$ cat src/rtl/pcflow_pkg.sv
package pcflow_pkg;

    typedef enum logic [3:0] {
        FL_SEQ   = 4'd0,
        FL_JREL  = 4'd1,
        FL_JIND  = 4'd2,
        FL_CREL  = 4'd3,
        FL_CIND  = 4'd4,
        FL_RET   = 4'd5,
        FL_RETI  = 4'd6,
        FL_BFSET = 4'd7,
        FL_BFCLR = 4'd8,
        FL_BSGE  = 4'd9,
        FL_BSLT  = 4'd10,
        FL_BUHS  = 4'd11,
        FL_BULO  = 4'd12,
        FL_SKIP  = 4'd13,
        FL_RSV14 = 4'd14,
        FL_RSV15 = 4'd15
    } flow_op_e;

    typedef enum logic {
        ST_READY = 1'b0,
        ST_FLUSH = 1'b1
    } seq_state_e;

    localparam int SR_C  = 0;
    localparam int SR_N  = 2;
    localparam int SR_V  = 3;
    localparam int CYC_W = 3;
    localparam int OFF_W = 12;
    localparam int BR_W  = 7;

endpackage

$ cat src/rtl/pcflow_cond.sv
module pcflow_cond
    import pcflow_pkg::*;
(
    input  flow_op_e   op,
    input  logic [7:0] status,
    input  logic [2:0] flag_idx,
    input  logic       test_hit,
    output logic       cond_true
);

    logic n_xor_v;
    assign n_xor_v = status[SR_N] ^ status[SR_V];

    always_comb begin
        unique case (op)
            FL_BFSET: cond_true = status[flag_idx];
            FL_BFCLR: cond_true = ~status[flag_idx];
            FL_BSGE:  cond_true = ~n_xor_v;
            FL_BSLT:  cond_true = n_xor_v;
            FL_BUHS:  cond_true = ~status[SR_C];
            FL_BULO:  cond_true = status[SR_C];
            FL_SKIP:  cond_true = test_hit;
            FL_SEQ, FL_JREL, FL_JIND, FL_CREL, FL_CIND,
            FL_RET, FL_RETI, FL_RSV14, FL_RSV15:
                      cond_true = 1'b0;
        endcase
    end

endmodule

$ cat src/rtl/pcflow_target.sv
module pcflow_target
    import pcflow_pkg::*;
#(
    parameter int PCW = 10,
    parameter int ZW  = 16
) (
    input  flow_op_e                op,
    input  logic [PCW-1:0]          pc_now,
    input  logic [OFF_W-1:0]        k_off,
    input  logic [ZW-1:0]           z_ptr,
    input  logic [PCW-1:0]          ret_pc,
    input  logic                    cond_true,
    input  logic                    next_long,
    output logic [PCW-1:0]          target,
    output logic [CYC_W-1:0]        cost,
    output logic                    ie_req
);

    localparam int EXT_W = 32;

    logic [EXT_W-1:0] k_long_ext;
    logic [EXT_W-1:0] k_short_ext;
    logic [PCW-1:0]   pc_inc;
    logic [PCW-1:0]   pc_rel_long;
    logic [PCW-1:0]   pc_rel_short;
    logic [PCW-1:0]   pc_skip;

    assign k_long_ext   = {{(EXT_W-OFF_W){k_off[OFF_W-1]}}, k_off};
    assign k_short_ext  = {{(EXT_W-BR_W){k_off[BR_W-1]}}, k_off[BR_W-1:0]};
    assign pc_inc       = pc_now + PCW'(1);
    assign pc_rel_long  = pc_inc + k_long_ext[PCW-1:0];
    assign pc_rel_short = pc_inc + k_short_ext[PCW-1:0];
    assign pc_skip      = pc_now + (next_long ? PCW'(3) : PCW'(2));

    always_comb begin
        ie_req = 1'b0;
        unique case (op)
            FL_JREL: begin target = pc_rel_long;      cost = CYC_W'(2); end
            FL_CREL: begin target = pc_rel_long;      cost = CYC_W'(3); end
            FL_JIND: begin target = z_ptr[PCW-1:0];   cost = CYC_W'(2); end
            FL_CIND: begin target = z_ptr[PCW-1:0];   cost = CYC_W'(3); end
            FL_RET:  begin target = ret_pc;           cost = CYC_W'(4); end
            FL_RETI: begin
                target = ret_pc;
                cost   = CYC_W'(4);
                ie_req = 1'b1;
            end
            FL_BFSET, FL_BFCLR, FL_BSGE, FL_BSLT, FL_BUHS, FL_BULO: begin
                target = cond_true ? pc_rel_short : pc_inc;
                cost   = cond_true ? CYC_W'(2) : CYC_W'(1);
            end
            FL_SKIP: begin
                target = cond_true ? pc_skip : pc_inc;
                cost   = cond_true ? CYC_W'(2) : CYC_W'(1);
            end
            FL_SEQ, FL_RSV14, FL_RSV15: begin
                target = pc_inc;
                cost   = CYC_W'(1);
            end
        endcase
    end

    always_comb begin
        AST_COST_BOUND: assert (cost >= CYC_W'(1) && cost <= CYC_W'(4));
    end

endmodule

$ cat src/rtl/pcflow_unit.sv
module pcflow_unit
    import pcflow_pkg::*;
#(
    parameter int PCW = 10,
    parameter int ZW  = 16
) (
    input  logic             clk,
    input  logic             rst_n,
    input  logic             go,
    input  logic [3:0]       op_code,
    input  logic [PCW-1:0]   pc_now,
    input  logic [11:0]      k_off,
    input  logic [2:0]       flag_idx,
    input  logic [7:0]       status,
    input  logic             test_hit,
    input  logic             next_long,
    input  logic [ZW-1:0]    z_ptr,
    input  logic [PCW-1:0]   ret_pc,
    output logic             ready,
    output logic             stall,
    output logic [PCW-1:0]   pc_next,
    output logic [2:0]       cyc_cost,
    output logic             ie_set
);

    flow_op_e          op;
    logic              cond_true;
    logic [PCW-1:0]    target;
    logic [CYC_W-1:0]  cost;
    logic              ie_req;
    logic              accept;

    seq_state_e        state_q, state_nx;
    logic [CYC_W-1:0]  remain_q, remain_nx;

    assign op = flow_op_e'(op_code);

    pcflow_cond u_cond (
        .op        (op),
        .status    (status),
        .flag_idx  (flag_idx),
        .test_hit  (test_hit),
        .cond_true (cond_true)
    );

    pcflow_target #(.PCW(PCW), .ZW(ZW)) u_target (
        .op        (op),
        .pc_now    (pc_now),
        .k_off     (k_off),
        .z_ptr     (z_ptr),
        .ret_pc    (ret_pc),
        .cond_true (cond_true),
        .next_long (next_long),
        .target    (target),
        .cost      (cost),
        .ie_req    (ie_req)
    );

    assign accept = go && (state_q == ST_READY);

    always_comb begin
        state_nx  = state_q;
        remain_nx = remain_q;
        unique case (state_q)
            ST_READY: begin
                if (accept && cost > CYC_W'(1)) begin
                    state_nx  = ST_FLUSH;
                    remain_nx = cost - CYC_W'(1);
                end
            end
            ST_FLUSH: begin
                remain_nx = remain_q - CYC_W'(1);
                if (remain_q == CYC_W'(1)) begin
                    state_nx = ST_READY;
                end
            end
        endcase
    end

    always_ff @(posedge clk or negedge rst_n) begin
        if (!rst_n) begin
            state_q  <= ST_READY;
            remain_q <= '0;
        end else begin
            state_q  <= state_nx;
            remain_q <= remain_nx;
        end
    end

    always_ff @(posedge clk or negedge rst_n) begin
        if (!rst_n) begin
            pc_next  <= '0;
            cyc_cost <= 3'd1;
            ie_set   <= 1'b0;
        end else if (accept) begin
            pc_next  <= target;
            cyc_cost <= cost;
            ie_set   <= ie_req;
        end
    end

    assign ready = (state_q == ST_READY);
    assign stall = (state_q == ST_FLUSH);

    AST_HOLD_IN_FLUSH: assert property (@(posedge clk) disable iff (!rst_n)
        stall |=> $stable(pc_next) && $stable(cyc_cost) && $stable(ie_set));

    AST_FLUSH_EXIT: assert property (@(posedge clk) disable iff (!rst_n)
        stall && remain_q == CYC_W'(1) |=> ready);

    AST_SINGLE_NO_STALL: assert property (@(posedge clk) disable iff (!rst_n)
        accept && cost == CYC_W'(1) |=> ready && !stall);

    AST_SEQ_STEP: assert property (@(posedge clk) disable iff (!rst_n)
        accept && op_code == 4'd0 |=> pc_next == $past(pc_now) + PCW'(1) && cyc_cost == 3'd1);

    AST_IE_RETI_ONLY: assert property (@(posedge clk) disable iff (!rst_n)
        accept && op_code != 4'd6 |=> !ie_set);

    AST_SKIP_COST: assert property (@(posedge clk) disable iff (!rst_n)
        accept && op_code == 4'd13 |=> cyc_cost == ($past(test_hit) ? 3'd2 : 3'd1));

endmodule

$ cat config.mk
export PLATFORM = sky130hd
export DESIGN_NAME = pcflow_unit
export DESIGN_NICKNAME = d
export VERILOG_FILES = /design/src/rtl/pcflow_pkg.sv /design/src/rtl/pcflow_cond.sv /design/src/rtl/pcflow_target.sv /design/src/rtl/pcflow_unit.sv
export SDC_FILE = /design/constraint.sdc
export NUM_CORES = 1
export LEC_CHECK = 0
export ABC_AREA = 1
export ABC_CLOCK_PERIOD_IN_PS = 900
export BUFFER_PORTS_ARGS = -buffer_cell sky130_fd_sc_hd__clkbuf_2
export CORE_ASPECT_RATIO = 0.7
export CORE_MARGIN = 2
export CORE_UTILIZATION = 48
export CTS_CLUSTER_SIZE = 20
export DETAILED_ROUTE_END_ITERATION = 6
export HOLD_SLACK_MARGIN = 0.08
export PLACE_DENSITY_LB_ADDON = 0.15
export SYNTH_ARGS = -nofsm -noshare
export SYNTH_HDL_FRONTEND = slang
export SYNTH_HIERARCHICAL = 1
export SYNTH_SLANG_ARGS = --single-unit
export TNS_END_PERCENT = 30
$ cat constraint.sdc
create_clock -name clk -period 0.9 [get_ports clk]
set_input_delay 0.09 -clock clk [delete_from_list [all_inputs] [get_ports clk]]
set_output_delay 0.09 -clock clk [all_outputs]
set_load 0.02 [all_outputs]
==> metrics.yaml <==
synth.top_cell.area_share: 0.209
min_period_ps: 1870
end_kind: "register"
hold_viol: 0
synth_simple_gate_area_share: 0.485
diodes: 0
synth.distinct_cells: 51
clock-skew-final_ps: 3.68
rsz0062_at_grt: "true"
dieArea_sq_um: 6430
post-place-ws_ps: -1370
use_met2: 0.539
syn_inst: 443
clock_latency_ps: 260
ir_drop_mv: 1.48
hold_class: "in -> reg"
synth_area_per_cell_sq_um: 6.28
grt_max_degree: 19
first_global_vias: 3272
cts.clk_slew.worst_paths_ps: 70
grt_overflow_total: 0
num_io_pins: 84
slew_violations: 0
routed_via_density: 5.31
setup_ws_ps: -972
antenna_found_initial: 0
cts-buffers-inserted: 3
wire_per_inst_um: 15.1
cts.sinks: 18
grt_util_met1: 0.365
cp-startpoint: "pc_now[1]"
routabilityCongestion: 0.943
drt_iter0_drc: 218
slew_headroom: 0.686
firstDrtPassIters: 5
power.switching_w: 0.00315
core_area_sq_um: 5670
synth_top_family_by_area: "simple AND/OR/NAND/NOR gates"
grt_pass1_wl_mm: 14.6
grtUsageMet3: 0.0402
ff2ff_setup_slack_ps: -200
htree_levels: 1
status: "complete, but fails checks"
swShare: 0.465
nets: 690
drc: 0
power_density_nw_per_um2: 1420
critPathKind: "in -> reg"
cts_tree: "yes"
clockRootBuffer: "clkbuf_8"
synth_compound_area_frac: 0.103
worstPathCellList: "clkbuf_16 > ha_4 > nand3_4 > nor2_4 > nand4_1 > nand2_4 > ha_4 > nand2_4 > inv_1 > a21oi_2 > nand3_1 > nand2_1 > nand2_1 > nand2_1 > nand2_1 > nand2_1 > nand3_2 > nand2_1 > nand2_1"
combPwrFrac: 0.676
syn-num-nets: 530
via_count: 3596
setup_viol_count_final: 25
reg2reg_depth: 4
grtUsageTotal: 0.290
fmax_mhz: 534
drive_gt1_frac: 0.548
power_frac_clock: 0.102
hold_path_end: "pc_next[2]"
rows: 23
period_share: 2.08
arrival_ps: 2030
violations: "setup timing"
routed_wl_mm: 10.2
pwr-share-seq: 0.222
maxCapViolations: 0
start_kind: "primary input"
intPower_w: 0.00363
yosysSeqAreaShare: 0.162
final_cell_mix: "nand2_1 (127), buf_4 (79), clkbuf_2 (51)"
yosys-top-cells-area: "nand2_1 (21%), dfrtp_1 (15%), nand3_1 (9.0%)"
layout.cells.most_common: "nand2_1"
cp_slowest_cell: "ha_4"
yosys.area_share.xor_xnor: 0.0378
yosysWarnings: 6
synthMuxAreaShare: 0.00360
syn_area_sq_um: 2780
fin_tns_setup_ps: -10490
fp.dieH_um: 67.7
synth_area_leader_cell: "nand2_1"
clockBufferDepth: 2
chipWidth_um: 95.0
syn2layout_area_growth_pct: 72.0
tightestPinTransition_ps: 470
dp_hpwl_mm: 6.95
power_w: 0.00679
hold_start: "ret_pc[2]"
start_util: 0.491
max_stage_delay_ps: 220
path_max_fanout: 3
hold_depth: 5
io_buffers: 75
synth_fa_ha_area_frac: 0.0881
p_leak_nw: 2.49
detail-route-antenna-nets: 0
r2r_start: "stall"
cpMostUsedCell: "nand2_1"
ys_seq_elements: 18
busiest_layer: "met2"
critPathRequiredTime_ps: 1060
r2r-end: "pc_next[3]"
-- critical path: cells and delay by family --
kind            cells  cell delay (ps)
simple gates       14             1260
compound gates      1              130
fa+ha+maj           2              360
buf+inv             2              170
-- timing repair --
item	4_1_cts	5_1_grt
endpoints found under the setup margin	27	34
gates resized for setup	83	114
pin swaps	51	34
buffers inserted	11	4
hold endpoints to repair	17	0
hold buffers	1	0
-- cell usage after synthesis (all sizes together) --
cell and n:
a21oi 10, mux2i 1, nor3b 1, o21bai 2, nand3b 4, o211ai 4, o21ai 9, or2 3
a221oi 1, o211a 1, a21o 1, nand2 173, nor4 1, a22oi 1, nand4 9, inv 69
buf 6, xnor2 4, o21a 2, nand3 58, clkbuf 1, clkinv 1, nor2 28, dfrtp 17
o2bb2ai 1, a22o 1, ha 18, nor3 2, a21boi 1, a31oi 3, xor2 8, dfstp 1
fa 1
-- metrics by stage --
stage	hold WS, ps	area, sq um	instances	util
finish	192	4790	677	0.844
global route	229	4790	677	0.844
CTS	181	4350	674	0.768
detailed placement	58.2	3830	658	0.676
global placement	56.4	3830	658	0.676
floorplan	-206	2900	443	-
-- power groups by stage --
| stage | combinational [W] | clock, W | sequential, W |
|---|---|---|---|
| final | 0.00459 | 0.000690 | 0.00151 |
| after global routing | 0.00500 | 0.000723 | 0.00154 |
| after CTS | 0.00384 | 0.000699 | 0.00146 |
| after detailed placement | 0.00346 | 0 | 0.00145 |
| after global placement | 0.00338 | 0 | 0.00144 |
| after floorplan | 0.00193 | 0 | 0.00177 |
-- cells by family (layout without fill, tap and decap cells) --
kind of cell             count (synthesis)  in the layout
AO/OA/AOI/OAI                           37             37
XOR/XNOR                                12             12
multiplexers                             1              1
flip-flops                              18             18
buffers and inverters                   77            236
AND/OR/NAND/NOR                        279            279
adder cells (fa/ha/maj)                 19             19
-- state kept, by name, summed over array words and instances (netlist names) --
signal    flops
ie_set        1
stall         1
cyc_cost      3
pc_next      10
remain_q      3
-- layout make-up --
cell class / count / area (sq um)
multi-input cells: 348 / 2680
repair buffers: 162 / 1200
fillers: 334 / 882
flip-flops and latches: 18 / 453
inverters: 70 / 303
well taps: 75 / 93.8
clock buffers: 4 / 55.1
-- per-layer routing --
metal | part of all wire | vias to the layer above
li1 | - | 1735
met1 | 0.42 | 1689
met2 | 0.50 | 156
met3 | 0.064 | 16
met4 | 0.015 | 0
met5 | 0 | -
-- worst max-delay path by stage --
stage	endpoint	cells past startpoint	slack [ps]
3_5_place_dp	pc_next[7]	14	-1370
6_report	pc_next[9]	19	-970
4_1_cts	pc_next[9]	19	-870
3_3_place_gp	pc_next[7]	13	-1340
5_1_grt	pc_next[9]	19	-1130
2_1_floorplan	pc_next[9]	17	-940
Note: power is estimated with default switching activity, not from simulation.
